<file path="src/rtl/bfx_pkg.sv">
package bfx_pkg;
   typedef enum logic [1:0] {
      BFX_SEXT = 2'b00,
      BFX_ZEXT = 2'b01,
      BFX_INS  = 2'b10,
      BFX_ZALT = 2'b11
   } bfx_op_e;

   typedef struct packed {
      logic n;
      logic z;
      logic v;
      logic c;
   } bfx_flags_t;
endpackage

</file>
<file path="src/rtl/bfx_mask_gen.sv">
module bfx_mask_gen #(
   parameter int DATA_W = 32,
   parameter int SIZE_W = 8
) (
   input  logic [SIZE_W-1:0] size_i,
   output logic [DATA_W-1:0] mask_o
);
   for (genvar i = 0; i < DATA_W; i++) begin : g_bit
      assign mask_o[i] = ({{(32-SIZE_W){1'b0}}, size_i} > 32'(i));
   end
endmodule

</file>
<file path="src/rtl/bfx_shifter.sv">
module bfx_shifter #(
   parameter int WIN_W  = 64,
   parameter int OFS_W  = 5,
   parameter int IMPL   = 1
) (
   input  logic [WIN_W-1:0] win_i,
   input  logic [OFS_W-1:0] ofs_i,
   output logic [WIN_W-1:0] win_o
);
   initial begin
      if (IMPL != 0 && IMPL != 1)
         $error("bfx_shifter: IMPL must be 0 or 1");
   end

   if (IMPL == 0) begin : g_op
      assign win_o = win_i >> ofs_i;
   end else begin : g_log
      logic [WIN_W-1:0] stage [OFS_W+1];
      assign stage[0] = win_i;
      for (genvar s = 0; s < OFS_W; s++) begin : g_stage
         assign stage[s+1] = ofs_i[s] ? (stage[s] >> (1 << s)) : stage[s];
      end
      assign win_o = stage[OFS_W];
   end
endmodule

</file>
<file path="src/rtl/bfx_legal.sv">
module bfx_legal #(
   parameter int DATA_W = 32,
   parameter int POS_W  = 32,
   parameter int SIZE_W = 8
) (
   input  logic [POS_W-1:0]  pos_i,
   input  logic [SIZE_W-1:0] size_i,
   output logic              fault_o
);
   logic too_wide;
   logic bad_pos;

   assign too_wide = ({{(32-SIZE_W){1'b0}}, size_i} > 32'(DATA_W));
   assign bad_pos  = (size_i != '0) && (pos_i > POS_W'(DATA_W - 1));
   assign fault_o  = too_wide | bad_pos;
endmodule

</file>
<file path="src/rtl/bfx_unit.sv">
module bfx_unit
   import bfx_pkg::*;
#(
   parameter int DATA_W     = 32,
   parameter int POS_W      = 32,
   parameter int SIZE_W     = 8,
   parameter int SHIFT_IMPL = 1
) (
   input  logic                  clk,
   input  logic                  rst_n,
   input  logic                  op_valid,
   input  logic [1:0]            op_kind,
   input  logic [POS_W-1:0]      fld_pos,
   input  logic [SIZE_W-1:0]     fld_size,
   input  logic [2*DATA_W-1:0]   base_in,
   input  logic [DATA_W-1:0]     src_in,
   output logic                  done,
   output logic [DATA_W-1:0]     result,
   output logic [2*DATA_W-1:0]   base_out,
   output logic                  fault,
   output logic                  flag_n,
   output logic                  flag_z,
   output logic                  flag_v,
   output logic                  flag_c
);
   localparam int WIN_W = 2 * DATA_W;
   localparam int OFS_W = $clog2(DATA_W);

   initial begin
      if (DATA_W < 2 || (1 << OFS_W) != DATA_W)
         $error("bfx_unit: DATA_W must be a power of two");
      if (SIZE_W > 31 || (1 << SIZE_W) <= DATA_W)
         $error("bfx_unit: SIZE_W too narrow for DATA_W");
      if (POS_W <= OFS_W || POS_W > 32)
         $error("bfx_unit: POS_W out of range");
   end

   // ---------------- combinational datapath ----------------
   bfx_op_e               kind;
   logic [OFS_W-1:0]      ofs;
   logic [DATA_W-1:0]     mask;
   logic [WIN_W-1:0]      win_sh;
   logic [DATA_W-1:0]     fld;
   logic [OFS_W-1:0]      top_idx;
   logic                  sgn;
   logic [DATA_W-1:0]     ext_val;
   logic [WIN_W-1:0]      ins_mask;
   logic [WIN_W-1:0]      ins_data;
   logic [WIN_W-1:0]      ins_win;
   logic                  bad;
   logic                  is_ins;

   assign kind   = bfx_op_e'(op_kind);
   assign is_ins = (kind == BFX_INS);
   assign ofs    = fld_pos[OFS_W-1:0];

   bfx_mask_gen #(.DATA_W(DATA_W), .SIZE_W(SIZE_W)) mask_i (
      .size_i (fld_size),
      .mask_o (mask)
   );

   bfx_shifter #(.WIN_W(WIN_W), .OFS_W(OFS_W), .IMPL(SHIFT_IMPL)) shift_i (
      .win_i  (base_in),
      .ofs_i  (ofs),
      .win_o  (win_sh)
   );

   bfx_legal #(.DATA_W(DATA_W), .POS_W(POS_W), .SIZE_W(SIZE_W)) legal_i (
      .pos_i   (fld_pos),
      .size_i  (fld_size),
      .fault_o (bad)
   );

   assign fld     = win_sh[DATA_W-1:0] & mask;
   assign top_idx = fld_size[OFS_W-1:0] - OFS_W'(1);
   assign sgn     = win_sh[top_idx] && (fld_size != '0);

   always_comb begin
      ext_val = fld;
      if (kind == BFX_SEXT && sgn)
         ext_val = fld | ~mask;
   end

   assign ins_mask = {{DATA_W{1'b0}}, mask} << ofs;
   assign ins_data = {{DATA_W{1'b0}}, src_in & mask} << ofs;
   assign ins_win  = (base_in & ~ins_mask) | ins_data;

   // ---------------- result registers ----------------
   bfx_flags_t flags_q;

   always_ff @(posedge clk or negedge rst_n) begin
      if (!rst_n) begin
         done     <= 1'b0;
         result   <= '0;
         base_out <= '0;
         fault    <= 1'b0;
         flags_q  <= '0;
      end else begin
         done <= op_valid;
         if (op_valid) begin
            fault <= bad;
            if (bad) begin
               result   <= '0;
               base_out <= base_in;
            end else if (is_ins) begin
               result   <= '0;
               base_out <= ins_win;
            end else begin
               result    <= ext_val;
               base_out  <= base_in;
               flags_q.n <= ext_val[DATA_W-1];
               flags_q.z <= (ext_val == '0);
               flags_q.v <= 1'b0;
               flags_q.c <= 1'b0;
            end
         end
      end
   end

   assign flag_n = flags_q.n;
   assign flag_z = flags_q.z;
   assign flag_v = flags_q.v;
   assign flag_c = flags_q.c;

   // ---------------- assertions ----------------
   a_r10_done_after_valid: assert property (@(posedge clk) disable iff (!rst_n)
      op_valid |=> done);

   a_r10_done_only_after_valid: assert property (@(posedge clk) disable iff (!rst_n)
      !op_valid |=> !done);

   a_r10_hold_when_idle: assert property (@(posedge clk) disable iff (!rst_n)
      !op_valid |=> ($stable(result) && $stable(base_out) && $stable(fault)));

   a_r8_fault_keeps_window: assert property (@(posedge clk) disable iff (!rst_n)
      op_valid && bad |=> (base_out == $past(base_in)) && (result == '0));

   a_r8_fault_holds_flags: assert property (@(posedge clk) disable iff (!rst_n)
      op_valid && bad |=> $stable({flag_n, flag_z, flag_v, flag_c}));

   a_r9_insert_holds_flags: assert property (@(posedge clk) disable iff (!rst_n)
      op_valid && is_ins |=> $stable({flag_n, flag_z, flag_v, flag_c}));

   a_r4_zero_flag: assert property (@(posedge clk) disable iff (!rst_n)
      op_valid && !bad && !is_ins |=> (flag_z == (result == '0)) && !flag_v && !flag_c);

   a_r3_size_zero: assert property (@(posedge clk) disable iff (!rst_n)
      op_valid && fld_size == '0 |=> !fault && (result == '0) && (base_out == $past(base_in)));
endmodule

</file>
<file path="config.mk">
export PLATFORM = sky130hd
export DESIGN_NAME = bfx_unit
export DESIGN_NICKNAME = d
export VERILOG_FILES = /design/src/rtl/bfx_pkg.sv /design/src/rtl/bfx_mask_gen.sv /design/src/rtl/bfx_shifter.sv /design/src/rtl/bfx_legal.sv /design/src/rtl/bfx_unit.sv
export SDC_FILE = /design/constraint.sdc
export NUM_CORES = 1
export LEC_CHECK = 0
export ABC_AREA = 1
export BUFFER_PORTS_ARGS = -buffer_cell sky130_fd_sc_hd__buf_2
export CAP_MARGIN = 20
export CORE_ASPECT_RATIO = 1.5
export CORE_MARGIN = 2
export CORE_UTILIZATION = 40
export DETAILED_ROUTE_END_ITERATION = 6
export PLACE_DENSITY = 0.7
export SYNTH_ARGS = -nofsm -noshare
export SYNTH_HDL_FRONTEND = slang
export SYNTH_SLANG_ARGS = --single-unit
</file>
<file path="constraint.sdc">
create_clock -name clk -period 2.35 [get_ports clk]
set_clock_uncertainty 0.15 [all_clocks]
set_input_delay 0.1175 -clock clk [delete_from_list [all_inputs] [get_ports clk]]
set_output_delay 0.1175 -clock clk [all_outputs]
set_load 0.005 [all_outputs]
</file>
==> results of run 1 <==
[layer usage]
metal  global-route usage (%)  overflow
met1                     62.0         0
met2                     88.0         3
met4                     65.1         2
met3                     29.6         0
met5                     6.25         0
[kinds of logic after synthesis]
kind of cell             after synthesis
buffers and inverters                277
AO/OA/AOI/OAI                        427
other                                  1
adder cells (fa/ha/maj)                2
AND/OR/NAND/NOR                     1311
XOR/XNOR                               2
multiplexers                          22
flip-flops                           100
[repair_timing]
| item | 4_1_cts |
|---|---|
| gates cloned | 7 |
| gates resized for setup | 339 |
| pin swaps | 40 |
| setup buffers | 22 |
| hold endpoints to repair | 49 |
| hold buffers | 18 |
| endpoints found under the setup margin | 94 |
[metrics by stage]
| step | util [%] | cell area [um2] | setup TNS, ps | cells |
|---|---|---|---|---|
| 3_3_place_gp | 57.9 | 17100 | -49810 | 3121 |
| 4_1_cts | 64.8 | 19200 | -131 | 3183 |
| 2_1_floorplan | - | 12100 | -516 | 2143 |
| 3_5_place_dp | 57.9 | 17100 | -51190 | 3121 |
==> metrics.cfg, run 1 <==
[logic_synthesis]
syn_inst=2142
yosysUniqueCellTypes=49
synth_top_cell_by_area=nand2_1
yosysSeqAreaShare_pct=20.8
yosys-top-cells-count=nand2_1, nand3_1, o21ai_0, nor2_1, inv_1
synth_top_area_share_pct=21.2
yosysMostFrequentCell=nand2_1
ys.flop_type=dfrtp_1
yosys-top-cells-area=nand2_1, dfrtp_1, nand3_1
yosys.area_share.simple_pct=46.8
synthAdderAreaFrac_pct=0.208
synth_top_family_by_area=simple AND/OR/NAND/NOR gates
synthMuxAreaShare_pct=1.83
async_flop_share_pct=100
synth_xor_area_share_pct=0.146
yosysWarningCount=0
synth_compound_area_share_pct=20.2
postSynthAreaPerCell_um2=5.62
synth-edff-count=0
netlist_area_um2=12000
ys_ff_latch=100

[place]
gp_congestion=1.11
io_buffers=240
dpl_worst_slack_ps=-774
hpwl_mm=61.9

[grt]
track_usage_pct=61.3
grt_overflow=5
grt_max_degree=96

[floorplanning]
ios=243
die_h_um=216
die_x_um=146
num_rows=77
start_util_pct=40.7

[outcome]
firstError=[ERROR GRT-0232] Routing congestion too high. Check the congestion heatmap in the GUI.
run_status=did not finish
stop_stage=global routing

[cts]
cts_num_sinks=100
root_buffer=clkbuf_16
htreeDepth=3
cts_made_buffers=9
clk_path_buf_depth=2

[timing]
worst-ep-kind=register input
crit_endpoint=flag_z$_DFFE_PN0P_/D

==> run 2: changes to the inputs <==
--- a/config.mk
+++ b/config.mk
@@ -8,11 +8,10 @@
 export ABC_AREA = 1
 export BUFFER_PORTS_ARGS = -buffer_cell sky130_fd_sc_hd__buf_2
 export CAP_MARGIN = 20
-export CORE_ASPECT_RATIO = 1.5
 export CORE_MARGIN = 2
-export CORE_UTILIZATION = 40
+export CORE_UTILIZATION = 25
 export DETAILED_ROUTE_END_ITERATION = 6
-export PLACE_DENSITY = 0.7
+export PLACE_DENSITY_LB_ADDON = 0.15
 export SYNTH_ARGS = -nofsm -noshare
 export SYNTH_HDL_FRONTEND = slang
 export SYNTH_SLANG_ARGS = --single-unit
==> run 2 against run 1 <==
  * The flow now finishes, with violations (setup timing)
  * Synthesized cell count is the same
  * Area after synthesis is the same
==> metrics.cfg, run 2 <==
[timing]
setup_tns_ps=-708
tightest_slew_ps=949
fmax_ghz=0.396
rsz0062_at_grt=yes
drv_slew=0
fin_ws_ps=-173
period_needed_ps=2520
hold_viol=0
setup_viol=15
relSlewSlack_pct=36.7
final.period_utilization_pct=107

[cts]
htreeDepth=3  ; unchanged
cts_made_buffers=9  ; unchanged
root_buffer=clkbuf_16
clk_latency_ps=390
clkTransAtPathRegs_ps=90
cts_num_sinks=100  ; unchanged
cts_tree=yes
clk_path_buf_depth=2  ; unchanged

[detailed_routing]
drt_iter0_drc=1981
wl_per_cell_um=23.9
firstDrtPassIters=6
wl_mm=81.1
via_per_inst=5.46
dr_total_vias=18500
drc_errors=0
drtAntennaViolNets=0

[floorplanning]
start_util_pct=25.2  ; -15 points
die_x_um=223  ; +53%
fp.dieArea_um2=49900
coreArea_um2=47600
die_h_um=223  ; +3.2%
num_rows=80  ; +3.9%
ios=243  ; unchanged

[place]
dpl_worst_slack_ps=-900  ; -126 ps
dpl.cell_count=3320  ; +6.4%
gp_congestion=1.00  ; -9.5%
io_buffers=240  ; unchanged
hpwl_mm=65.0  ; +5.1%
dpl_cell_area_um2=17300  ; +0.83%

[worst_setup_path]
critPathBufInv=4
worst_setup_path_start_kind=input pin
critPathKind=input pin to flop
cp_top_family=simple AND/OR/NAND/NOR gates
critPathArrivalTime_ps=2670
worstPathRequired_ps=2500
cpPeakStageDelay_ps=300
crit_chain=buf_6, inv_8, clkbuf_16, nand2_1, nand3_1, nand3_1, nand3_1, nand3_2, nand3_1, nand3_1, nand3_1, nand3_1, nand3_4, nand3_4, bufbuf_16, nand2_1, nand2_1, nand2_1, nor2_1, nand2_1, nor2_1, nand2_1, nand2_1
critPathSlowestCell=bufbuf_16
worstSetupEndpointType=flop
cp_max_fo=12

[grt]
grt_max_degree=96
antenna_found_initial=0
grt_pass1_vias=17100
track_usage_pct=31.3
grt_first_pass_wirelength_mm=115
grt_overflow=0

[layout]
nets=2920
final_common_cell=nand2_1
antennaDiodeCount=0
final_cells=3397
seqCellArea_um2=2500
stdcell_area_um2=20200
drive_gt1_share_pct=43.5
largest_reg_flops=64
regMostFlops=base_out
multi_input_area_um2=10300
final_cell_mix=nand2_1, buf_4, nand3_1
reg_top3=base_out x64, result x32
fill_cells=5129
area_delta_synth_final_pct=68.2

[logic_synthesis]
synth_top_area_share_pct=21.2  ; unchanged
synth_top_cell_by_area=nand2_1
ys.flop_type=dfrtp_1
yosysMostFrequentCell=nand2_1
yosysSeqAreaShare_pct=20.8  ; unchanged
yosysUniqueCellTypes=49  ; unchanged
async_flop_share_pct=100  ; unchanged
postSynthAreaPerCell_um2=5.62  ; unchanged
syn_inst=2142  ; unchanged
synth-edff-count=0  ; unchanged
yosysWarningCount=0  ; unchanged
yosys-top-cells-area=nand2_1, dfrtp_1, nand3_1
ys_ff_latch=100  ; unchanged
netlist_area_um2=12000  ; unchanged
yosys-top-cells-count=nand2_1, nand3_1, o21ai_0, nor2_1, inv_1

[hold_path]
worstHoldPathType=input pin to flop

[outcome]
violations=setup timing
run_status=finished, violations left

[power_and_ir_drop]
ir_drop_v=0.000374
p_leak_nw=9.72
p_per_area_nw_per_um2=382

[flow_run]
maxCapViolCount=0

## run 2: cell families (layout without fill, tap and decap cells)
group / count (synthesis) / after routing / synth area share, %
buffers and inverters: 277 / 916 / 9.98
flip-flops: 100 / 100 / 20.8
other: 1 / 2 / 0.0312
AO/OA/AOI/OAI: 427 / 427 / 20.2
multiplexers: 22 / 22 / 1.83
AND/OR/NAND/NOR: 1311 / 1311 / 46.8
XOR/XNOR: 2 / 2 / 0.146
adder cells (fa/ha/maj): 2 / 2 / 0.208
## run 2: worst paths after layout
kind                              start           end  slack (ps)  depth (start not counted)
setup / recovery             fld_pos[0]        flag_z        -170                         23
hold / removal               base_in[2]   base_out[2]          20                          4
hold reg to reg              result[31]    result[31]         330                          2
min in group asynchronous         rst_n  base_out[26]          70                          2
setup reg to reg           base_out[27]  base_out[27]        1380                          3
max in group asynchronous         rst_n  base_out[50]        1150                          3
## run 2: worst reg2reg max path, stage by stage (launching register included)
cell     delay, ps
dfrtp_1        420
nor2_1          70
a41o_1         220
inv_1           50
## run 2: metal layers
layer / track usage, % / vias up / wire [um]
li1: - / 8640 / -
met1: 45.1 / 8930 / 37200
met2: 47.5 / 865 / 35300
met3: 5.53 / 109 / 6010
met4: 9.01 / 0 / 2550
met5: 0 / - / 0
## run 2: through the flow
step                hold slack (ps)  utilization, %  total power, mW
global placement              -40.2            36.3             5.40
CTS                            7.17            39.0             7.30
finish                         17.0            42.5             7.73
global route                   13.4            42.5             8.07
floorplan                      -328               -             3.42
detailed placement            -36.7            36.3             5.39
## run 2: what timing repair did
action / CTS / global route
pin swaps: 25 / 85
gates resized for setup: 259 / 384
gates cloned: 1 / 2
setup endpoints to repair: 96 / 94
hold buffers: 10 / 0
hold endpoints to repair: 71 / 0
buffers inserted: 22 / 29
## run 2: cell type report
| class | instances | area share, % |
|---|---|---|
| Clock inverter | 7 | 0.439 |
| Tap cell | 615 | 3.80 |
| Timing Repair Buffer | 790 | 29.3 |
| Inverter | 110 | 2.22 |
| Clock buffer | 9 | 1.11 |
| Multi-Input combinational cell | 1766 | 50.7 |
| Sequential cell | 100 | 12.4 |
## run 2: power by group
| part | total (mW) | leakage (nW) | internal, mW | switching (mW) |
|---|---|---|---|---|
| combinational | 4.14 | 8.33 | 1.69 | 2.45 |
| sequential | 1.91 | 1.24 | 1.82 | 0.0874 |
| clock | 1.68 | 0.153 | 0.774 | 0.906 |
| total | 7.73 | 9.72 | 4.28 | 3.45 |
(Power assumes the default switching activity.)
